[src/rtl/srq_pkg.sv]
// Shared types for the serial receive queue.
// Assumes nothing beyond the states listed here.
package srq_pkg;
    typedef enum logic [2:0] {
        ST_IDLE,
        ST_START,
        ST_DATA,
        ST_PAR,
        ST_STOP,
        ST_HOLD
    } rx_state_t;
endpackage

[src/rtl/srq_deframer.sv]
// Character deframer: synchronises the line, checks the start bit at its
// middle, samples data/parity/stop at bit centres, and reports the byte with
// its error status. Assumes DIV clocks per bit and DIV >= 4.
module srq_deframer
    import srq_pkg::*;
#(
    parameter int DIV = 16
) (
    input  logic       clk,
    input  logic       rst_n,
    input  logic       line_in,
    input  logic [1:0] cfg_len,
    input  logic       cfg_par_en,
    input  logic       cfg_par_odd,
    output logic       char_valid,
    output logic [7:0] char_data,
    output logic       par_err,
    output logic       frm_err,
    output logic       brk
);
    localparam int CW = $clog2(DIV);
    localparam logic [CW-1:0] LAST = CW'(DIV - 1);
    localparam logic [CW-1:0] HALF_LAST = CW'(DIV / 2 - 1);

    rx_state_t     state;
    logic [1:0]    sync;
    logic          line;
    logic [CW-1:0] tick;
    logic [2:0]    bitn;
    logic [7:0]    shreg;
    logic          par_bit;
    logic          all_zero;
    logic [3:0]    nbits;
    logic [7:0]    data_al;

    assign line    = sync[1];
    assign nbits   = 4'd5 + {2'b00, cfg_len};
    assign data_al = shreg >> (4'd8 - nbits);

    // Two-flop synchroniser on the incoming line
    always_ff @(posedge clk) begin
        if (!rst_n) sync <= 2'b11;
        else        sync <= {sync[0], line_in};
    end

    // Frame state machine with bit-centre sampling
    always_ff @(posedge clk) begin
        if (!rst_n) begin
            state      <= ST_IDLE;
            tick       <= '0;
            bitn       <= '0;
            shreg      <= '0;
            par_bit    <= 1'b0;
            all_zero   <= 1'b0;
            char_valid <= 1'b0;
            char_data  <= '0;
            par_err    <= 1'b0;
            frm_err    <= 1'b0;
            brk        <= 1'b0;
        end else begin
            char_valid <= 1'b0;
            par_err    <= 1'b0;
            frm_err    <= 1'b0;
            brk        <= 1'b0;
            case (state)
                ST_IDLE: begin
                    if (!line) begin
                        state    <= ST_START;
                        tick     <= '0;
                        all_zero <= 1'b1;
                    end
                end
                ST_START: begin
                    if (tick == HALF_LAST) begin
                        tick <= '0;
                        bitn <= '0;
                        state <= line ? ST_IDLE : ST_DATA;
                    end else begin
                        tick <= tick + 1'b1;
                    end
                end
                ST_DATA: begin
                    if (tick == LAST) begin
                        tick     <= '0;
                        shreg    <= {line, shreg[7:1]};
                        all_zero <= all_zero & ~line;
                        if ({1'b0, bitn} == nbits - 4'd1)
                            state <= cfg_par_en ? ST_PAR : ST_STOP;
                        else
                            bitn <= bitn + 1'b1;
                    end else begin
                        tick <= tick + 1'b1;
                    end
                end
                ST_PAR: begin
                    if (tick == LAST) begin
                        tick     <= '0;
                        par_bit  <= line;
                        all_zero <= all_zero & ~line;
                        state    <= ST_STOP;
                    end else begin
                        tick <= tick + 1'b1;
                    end
                end
                ST_STOP: begin
                    if (tick == LAST) begin
                        tick <= '0;
                        if (all_zero && !line) begin
                            brk   <= 1'b1;
                            state <= ST_HOLD;
                        end else begin
                            char_valid <= 1'b1;
                            char_data  <= data_al;
                            frm_err    <= ~line;
                            par_err    <= cfg_par_en & ((^data_al ^ par_bit) != cfg_par_odd);
                            state      <= line ? ST_IDLE : ST_HOLD;
                        end
                    end else begin
                        tick <= tick + 1'b1;
                    end
                end
                default: begin
                    if (line) state <= ST_IDLE;
                end
            endcase
        end
    end

    AST_START_ABORT: assert property (@(posedge clk) disable iff (!rst_n)
        (state == ST_START && tick == HALF_LAST && line) |=> (state == ST_IDLE));
    AST_BRK_NO_CHAR: assert property (@(posedge clk) disable iff (!rst_n)
        brk |-> !char_valid);
endmodule

[src/rtl/srq_fifo.sv]
// Byte queue with show-ahead read port and occupancy count. A push on a full
// queue is dropped and flagged. Assumes DEPTH is a power of two.
module srq_fifo #(
    parameter int DEPTH = 128,
    parameter int W     = 8
) (
    input  logic                       clk,
    input  logic                       rst_n,
    input  logic                       push,
    input  logic [W-1:0]               push_data,
    input  logic                       pop,
    output logic [W-1:0]               rd_data,
    output logic [$clog2(DEPTH):0]     cnt,
    output logic                       empty,
    output logic                       full,
    output logic                       ovf
);
    localparam int AW   = $clog2(DEPTH);
    localparam int CNTW = AW + 1;

    logic [W-1:0]  mem [DEPTH];
    logic [AW-1:0] wptr;
    logic [AW-1:0] rptr;
    logic          do_push;
    logic          do_pop;

    assign empty   = (cnt == '0);
    assign full    = (cnt == CNTW'(DEPTH));
    assign do_push = push & ~full;
    assign do_pop  = pop & ~empty;
    assign ovf     = push & full;
    assign rd_data = mem[rptr];

    // Storage write
    always_ff @(posedge clk) begin
        if (do_push) mem[wptr] <= push_data;
    end

    // Pointer and occupancy update
    always_ff @(posedge clk) begin
        if (!rst_n) begin
            wptr <= '0;
            rptr <= '0;
            cnt  <= '0;
        end else begin
            if (do_push) wptr <= wptr + 1'b1;
            if (do_pop)  rptr <= rptr + 1'b1;
            case ({do_push, do_pop})
                2'b10:   cnt <= cnt + 1'b1;
                2'b01:   cnt <= cnt - 1'b1;
                default: cnt <= cnt;
            endcase
        end
    end

    AST_NO_OVERFLOW: assert property (@(posedge clk) disable iff (!rst_n)
        (push && full && !pop) |=> $stable(cnt));
    AST_CNT_BOUND: assert property (@(posedge clk) disable iff (!rst_n)
        cnt <= CNTW'(DEPTH));
endmodule

[src/rtl/srq_idle_timer.sv]
// Receive idle timer: counts whole character times while data waits in the
// queue, and raises a sticky flag once the threshold is passed. Any push,
// read, empty queue or disable restarts it.
module srq_idle_timer #(
    parameter int CHAR_CLKS = 160,
    parameter int THR_W     = 7
) (
    input  logic             clk,
    input  logic             rst_n,
    input  logic             en,
    input  logic [THR_W-1:0] thr,
    input  logic             activity,
    input  logic             empty,
    output logic             flag
);
    localparam int PW = $clog2(CHAR_CLKS);
    localparam logic [PW-1:0] PLAST = PW'(CHAR_CLKS - 1);

    logic [PW-1:0]    pc;
    logic [THR_W-1:0] units;

    // Character-time prescaler, unit counter and sticky flag
    always_ff @(posedge clk) begin
        if (!rst_n || activity || empty || !en) begin
            pc    <= '0;
            units <= '0;
            flag  <= 1'b0;
        end else if (pc == PLAST) begin
            pc <= '0;
            if (units == thr) flag  <= 1'b1;
            else              units <= units + 1'b1;
        end else begin
            pc <= pc + 1'b1;
        end
    end

    AST_TOUT_NEEDS_DATA: assert property (@(posedge clk) disable iff (!rst_n)
        flag |-> !empty);
endmodule

[src/rtl/serial_rx_queue.sv]
// Serial receive queue top: selects and conditions the line, deframes
// characters, queues them, and derives flow control and interrupt conditions.
// Assumes configuration changes only while the line is idle.
module serial_rx_queue #(
    parameter int DIV   = 16,
    parameter int DEPTH = 128,
    parameter int THR_W = 7
) (
    input  logic             clk,
    input  logic             rst_n,
    input  logic             rxd_pin,
    input  logic             tx_loop,
    input  logic             cfg_invert,
    input  logic             cfg_loopback,
    input  logic [1:0]       cfg_len,
    input  logic             cfg_par_en,
    input  logic             cfg_par_odd,
    input  logic             cfg_rts_en,
    input  logic [THR_W-1:0] cfg_rts_thr,
    input  logic [THR_W-1:0] cfg_full_thr,
    input  logic             cfg_tout_en,
    input  logic [THR_W-1:0] cfg_tout_thr,
    input  logic             rd_en,
    output logic [7:0]       rd_data,
    output logic [$clog2(DEPTH):0] fifo_cnt,
    output logic             fifo_empty,
    output logic             rts_out,
    output logic             full_flag,
    output logic             ovf_pulse,
    output logic             tout_flag,
    output logic             par_err_pulse,
    output logic             frm_err_pulse,
    output logic             brk_pulse
);
    localparam int CNTW      = $clog2(DEPTH) + 1;
    localparam int CHAR_CLKS = DIV * 10;

    logic       line_sel;
    logic       ch_valid;
    logic [7:0] ch_data;
    logic       q_full;
    logic       rd_take;

    // Line source selection and polarity
    assign line_sel = (cfg_loopback ? tx_loop : rxd_pin) ^ cfg_invert;
    assign rd_take  = rd_en & ~fifo_empty;

    srq_deframer #(.DIV(DIV)) u_deframer (
        .clk        (clk),
        .rst_n      (rst_n),
        .line_in    (line_sel),
        .cfg_len    (cfg_len),
        .cfg_par_en (cfg_par_en),
        .cfg_par_odd(cfg_par_odd),
        .char_valid (ch_valid),
        .char_data  (ch_data),
        .par_err    (par_err_pulse),
        .frm_err    (frm_err_pulse),
        .brk        (brk_pulse)
    );

    srq_fifo #(.DEPTH(DEPTH), .W(8)) u_fifo (
        .clk      (clk),
        .rst_n    (rst_n),
        .push     (ch_valid),
        .push_data(ch_data),
        .pop      (rd_en),
        .rd_data  (rd_data),
        .cnt      (fifo_cnt),
        .empty    (fifo_empty),
        .full     (q_full),
        .ovf      (ovf_pulse)
    );

    srq_idle_timer #(.CHAR_CLKS(CHAR_CLKS), .THR_W(THR_W)) u_timer (
        .clk     (clk),
        .rst_n   (rst_n),
        .en      (cfg_tout_en),
        .thr     (cfg_tout_thr),
        .activity(ch_valid | rd_take),
        .empty   (fifo_empty),
        .flag    (tout_flag)
    );

    // Fill-level comparisons for flow control and the fill flag
    assign rts_out   = cfg_rts_en & (fifo_cnt > CNTW'(cfg_rts_thr));
    assign full_flag = (fifo_cnt > CNTW'(cfg_full_thr));

    AST_OVF_AT_FULL: assert property (@(posedge clk) disable iff (!rst_n)
        ovf_pulse |-> (q_full && fifo_cnt == CNTW'(DEPTH)));
endmodule

[config.mk]
export PLATFORM = sky130hd
export DESIGN_NAME = serial_rx_queue
export DESIGN_NICKNAME = d
export VERILOG_FILES = /design/src/rtl/srq_pkg.sv /design/src/rtl/srq_deframer.sv /design/src/rtl/srq_fifo.sv /design/src/rtl/srq_idle_timer.sv /design/src/rtl/serial_rx_queue.sv
export SDC_FILE = /design/constraint.sdc
export NUM_CORES = 1
export LEC_CHECK = 0
export ABC_AREA = 1
export BUFFER_PORTS_ARGS = -buffer_cell sky130_fd_sc_hd__buf_2
export CAP_MARGIN = 20
export CELL_PAD_IN_SITES_DETAIL_PLACEMENT = 2
export CELL_PAD_IN_SITES_GLOBAL_PLACEMENT = 2
export CORE_UTILIZATION = 30
export DETAILED_ROUTE_END_ITERATION = 10
export PLACE_DENSITY_LB_ADDON = 0.1
export SLEW_MARGIN = 20
export SYNTH_ARGS = -nofsm -noshare
export SYNTH_HDL_FRONTEND = slang
export SYNTH_SLANG_ARGS = --single-unit
[constraint.sdc]
create_clock -name clk -period 2.22 [get_ports clk]
set_input_delay 0.222 -clock clk [delete_from_list [all_inputs] [get_ports clk]]
set_output_delay 0.222 -clock clk [all_outputs]
set_load 0.05 [all_outputs]
# [Word level (Yosys, flattened, before mapping)]
# Memory sizes are Yosys's and may differ from the RTL's. A register that Yosys moved wholly into a read port is not among the register bits.
# Index checks and enable logic that the tools add are counted.
[op_classes] mul=0 shifts=1 addsub=11 bitwise=17 n_div=0 n_eq_ne=21 muxes=31 magnitude_cmp=2 reduce_logical=29
[op_table] op="two-way mux 3 bit" n=13
[op_table] op="adder 7 x 1 -> 7 bit (second input constant)" n=3
[op_table] op="adder 8 x 1 -> 8 bit (second input constant)" n=2
[op_table] op="== test 8 bit (second input constant)" n=2
[op_table] op="greater-than comparator 8 x 7 -> 1 bit" n=2
[op_table] op="one-hot mux 8 bit (2 select lines)" n=1
[op_table] op="one-hot mux 3 bit (5 select lines)" n=1
[op_table] op="two-way mux 7 bit" n=2
[op_table] op="two-way mux 4 bit" n=3
[op_table] op="inequality test 2 x 1 -> 1 bit (second input constant)" n=6
[op_table] op="one-hot mux 4 bit (3 select lines)" n=1
[op_table] op="AND reduction 2 bit" n=5
[op_table] op="AND reduction 3 bit" n=3
[op_table] op="zero test 8 bit" n=1
[op_table] op="inverter 1 bit" n=8
[op_table] op="XOR reduction 8 bit" n=1
[op_table] op="right shift 8 x 4 -> 8 bit" n=1
[op_table] op="subtractor 8 x 1 -> 8 bit (second input constant)" n=1
[op_table] op="== test 7 bit" n=1
[op_table] op="two-way mux 1 bit" n=7
[op_table] op="AND reduction 7 bit" n=1
[op_table] op="AND 1 bit" n=6
[op_table] op="== test 3 x 2 -> 1 bit (second input constant)" n=2
[op_table] op="one-hot mux 3 bit (2 select lines)" n=1
[op_table] op="29 further kinds" n=38
[word_totals] word_cells=131 latch_bits=0 n_memories=1 register_bits=72 mem_bits_ro=0 ramBits=1024 output_inout_bits=24
[mem_list] memory="u_fifo.mem" depth=128 word_bits=8 rd=1 rd_clocked_by_memory_dff=1 write_ports=1 line_no="srq_fifo.sv:21" text="logic [W-1:0] mem [DEPTH];"

# [Longest topological paths before layout]
[logic_depth] ltp_word=8 mapped_depth=19 mapped_depth_nobuf=18

# [Modules after synthesis]
# From an unflattened synthesis, not the netlist that was laid out.
[unflattened] hier_cells=4262 hier_area_um2=47017.6
[by_module_without_submodules] mod="srq_fifo" area_each_um2=43624.3 seq_area_each_um2=31330.0 cells_each=3754 instances=1
[by_module_without_submodules] mod="srq_deframer" area_each_um2=1993.2 seq_area_each_um2=680.7 cells_each=290 instances=1
[by_module_without_submodules] mod="srq_idle_timer" area_each_um2=954.7 seq_area_each_um2=320.3 cells_each=141 instances=1
[by_module_without_submodules] mod="serial_rx_queue" area_each_um2=445.4 seq_area_each_um2=0.0 cells_each=77 instances=1

# [Worst setup path after synthesis]
# Ideal clock, no wire load.
[synth_timing] path_type="register -> output" start="register u_fifo.cnt[0]" end="output port rts_out" path_stages_with_launch=10 required_time_ns=1.998 t_arrival_ns=2.562 setup_slack_ns=-0.564 cell_sequence="dfxtp_1 > inv_2 > ha_1 > inv_1 > a21oi_1 > o21ai_0 > nand3_1 > a21oi_1 > o21ai_0 > a21boi_0"
[synth_between] elab_chain_len=2
[synth_rtl] element="start, declared" line_no="srq_fifo.sv:13" text="output logic [$clog2(DEPTH):0] cnt,"
[synth_rtl] element="start signal, assigned" line_no="srq_fifo.sv:49" text="2'b10: cnt <= cnt + 1'b1;"
[synth_rtl] element="start signal, assigned" line_no="srq_fifo.sv:50" text="2'b01: cnt <= cnt - 1'b1;"
[synth_rtl] element="start signal, assigned" line_no="srq_fifo.sv:51" text="default: cnt <= cnt;"
[synth_rtl] element="greater-than comparator 8 x 7 -> 1 bit" line_no="serial_rx_queue.sv:86" text="assign rts_out = cfg_rts_en & (fifo_cnt > CNTW'(cfg_rts_thr));"
[synth_rtl] element="AND 1 bit" line_no="serial_rx_queue.sv:86"
[synth_rtl] element="end, declared" line_no="serial_rx_queue.sv:27" text="output logic rts_out,"
# No other way between the ends.

==> flow_summary.toml <==
[clock_tree]
htree_levels = 4
cts.clk_slew.worst_paths_ps = 60
clockBufferDepth = 3
clock_latency_ps = 770
cts_tree = "done"
cts_buffers = 137
cts_root_buf = "clkbuf_16"
clkSinkCount = 1103

[routing]
drt-initial-drc-count = 1840
routedWlPerCell_um = 25.4
wirelength_um = 175000
first_pass_iters = 7
vias = 34600
ant_nets = 0
drc = 0
vias_per_cell = 5.03

[worst_setup_path]
crit_chain = "buf_12 > clkinv_16 > bufbuf_16 > buf_4 > nand3_1 > nand3_1 > nand3_1 > nand2_1 > nand2_2 > nand3_2 > nand2_2 > nand2_1 > nand2_2 > buf_12"
rr_worst_depth = 19
end_kind = "output port"
crit_fanout = 10
critPathLaunchType = "flip-flop"
crit_type = "reg2out"
r2r-end = "u_fifo.cnt[6]"
crit_path_end = "rd_data[6]"
critPathSlowestCell = "dfxtp_4"
cp_slowest_stage_delay_ps = 380
crit_required_ps = 2000
r2r-start = "u_fifo.cnt[4]"
crit_family = "simple AND/OR/NAND/NOR gates"
cp.arrival_ps = 3040
crit_buf_inv = 5
regToRegSetupSlack_ps = -280
cp.depth = 14

[floorplanning]
rows = 144
die_height_um = 396
die_x_um = 396
start_util = 0.302
ios = 58
coreArea_um2 = 154000
dieArea_um2 = 157000

[final_layout]
final_cells = 6873
nets = 4774
diodes = 0
final_area_um2 = 62100
drive_gt1_frac = 0.255
syn2layout_area_growth_pct = 33.6
utilization = 0.404
nFillCells = 15800

[sta]
fin_setup_tns_ps = -56310
hold_viol_final = 0
hold_slack_ps = 131
rsz0062_at_grt = "yes"
setup_slack_ps = -1040
finalSetupViolations = 638
fin_crit_sh = 1.47
max_slew.worst_pin.slew_ps = 856
relSlewSlack = 0.428
maxSlewViolCount = 0
clock_skew_ps = 30.5
min_period_ps = 3260
max_clock_freq_mhz = 307

[synthesis]
ys_warn_count = 0
netlist_instances = 4197
synth_area_leaders = "edfxtp_1 66%, nand2_1 11%, nand3_1 11%, dfxtp_1 3.4%, nor2_1 1.4%"
syn_nets = 4254
synth-edff-count = 1024
synth-seq-cells = 1103
ys.flop_type = "edfxtp_1"
synth_top_cells_by_count = "1365 x nand2_1, 1024 x edfxtp_1, 977 x nand3_1"
yosysUniqueCellTypes = 46
seq_area_frac_synth = 0.695
async_flop_share = 0
synth_top_area_share = 0.661
yosysMostFrequentCell = "nand2_1"
synth_top_area_cell = "edfxtp_1"
netlist_area_um2 = 46500
avgSynthCellArea_um2 = 11.1

[global_routing]
grt_use_total = 0.218
grt_pass1_vias = 37400
grt_max_degree = 84
grt_overflow = 0
antenna_found_initial = 7
grt_pass1_wl_um = 252000

[power_and_ir_drop]
p_per_area_nw_per_um2 = 988
p_leak_nw = 22.3
power_mw = 61.4
vdd_drop_max_v = 0.000735

[status]
violations = "setup timing"
status = "complete, but fails checks"

[hold_path]
hold_class = "in2reg"
hp-start = "rd_en"

[flow_run]
maxCapViolCount = 0

[placed_design]
place_ws_ps = -552
portBuffers = 57
placed_cell_area_um2 = 52300
hpwlAfterDp_um = 106000
gp_congestion = 0.766
dp.cells = 6456
[cell usage in the layout (no fill, tap or decap), types with 55 or more instances in the layout]
master,instances
dfxtp_1,59
a21oi_1,56
nand2_1,1272
nand3_2,103
buf_6,55
clkbuf_16,147
buf_4,293
buf_12,164
nand2_2,70
nand3_1,863
edfxtp_1,1024
inv_1,85
nor2_4,122
[sequential cells by signal, summed over array words and instances, names as in the netlist, 2 cells and up, named ones only]
| signal | count |
|---|---|
| u_deframer.bitn | 3 |
| u_deframer.char_data | 8 |
| u_deframer.shreg | 8 |
| u_deframer.state | 3 |
| u_deframer.sync | 2 |
| u_deframer.tick | 4 |
| u_fifo.cnt | 8 |
| u_fifo.mem | 1024 |
| u_fifo.rptr | 7 |
| u_fifo.wptr | 7 |
| u_timer.pc | 8 |
| u_timer.units | 7 |
[layout make-up]
cell class                      instances  area, um^2  area share
Clock inverter                         77         684      0.0110
Sequential cell                      1103       32400       0.521
Timing Repair Buffer                  624        7840       0.126
Multi-Input combinational cell       2741       14400       0.232
Tap cell                             2044        2560      0.0412
Clock buffer                          174        3650      0.0588
Timing Repair inverter                  4        78.8     0.00127
Inverter                              106         475     0.00765
[report_power, final]
group / leakage [nW] / switching (mW) / internal [mW]
Combinational: 12.0 / 10.1 / 6.75
Sequential: 8.13 / 0.129 / 22.5
Clock: 2.13 / 9.22 / 12.7
[cell families (layout without fill, tap and decap cells)]
group	count (synthesis)	in the layout	share of synthesized area
flops	1103	1103	0.695
compound gates	126	126	0.0142
fa+ha+maj	23	23	0.00619
simple gates	2561	2561	0.236
xor+xnor	30	30	0.00565
buf+inv	353	985	0.0424
mux	1	1	0.000215
[what timing repair did]
action                     4_1_cts  5_1_grt
cloned                          26        7
hold buffers                     9        0
pin swaps                       86      113
buffers inserted                51       85
gates resized for setup        471      214
hold endpoints to repair        13        0
setup endpoints to repair      819      718
[worst min-delay path by stage]
| stage | end | slack, ps | cells after the start |
|---|---|---|---|
| 2_1_floorplan | u_deframer.sync[0] | 330 | 1 |
| 3_3_place_gp | u_deframer.sync[1] | 400 | 1 |
| 3_5_place_dp | u_deframer.sync[1] | 410 | 1 |
| 4_1_cts | u_fifo.rptr[1] | 80 | 6 |
| 5_1_grt | u_fifo.rptr[0] | 150 | 6 |
| 6_report | u_fifo.rptr[0] | 130 | 6 |
[worst min-delay path, cell delays in order]
cell and delay (ps):
buf_2 120, nand2_4 70, inv_4 60, buf_4 120, buf_4 160, a21oi_1 80
[layer usage]
layer,up-vias,GRT usage,share of wire,wire length [um]
met1,18000,0.288,0.45,78400
met3,243,0.0335,0.035,6130
met2,566,0.372,0.49,85800
met4,4,0.0589,0.025,4380
li1,15800,-,-,-
met5,-,0,0.00013,22
Note: power is estimated with default switching activity, not from simulation.
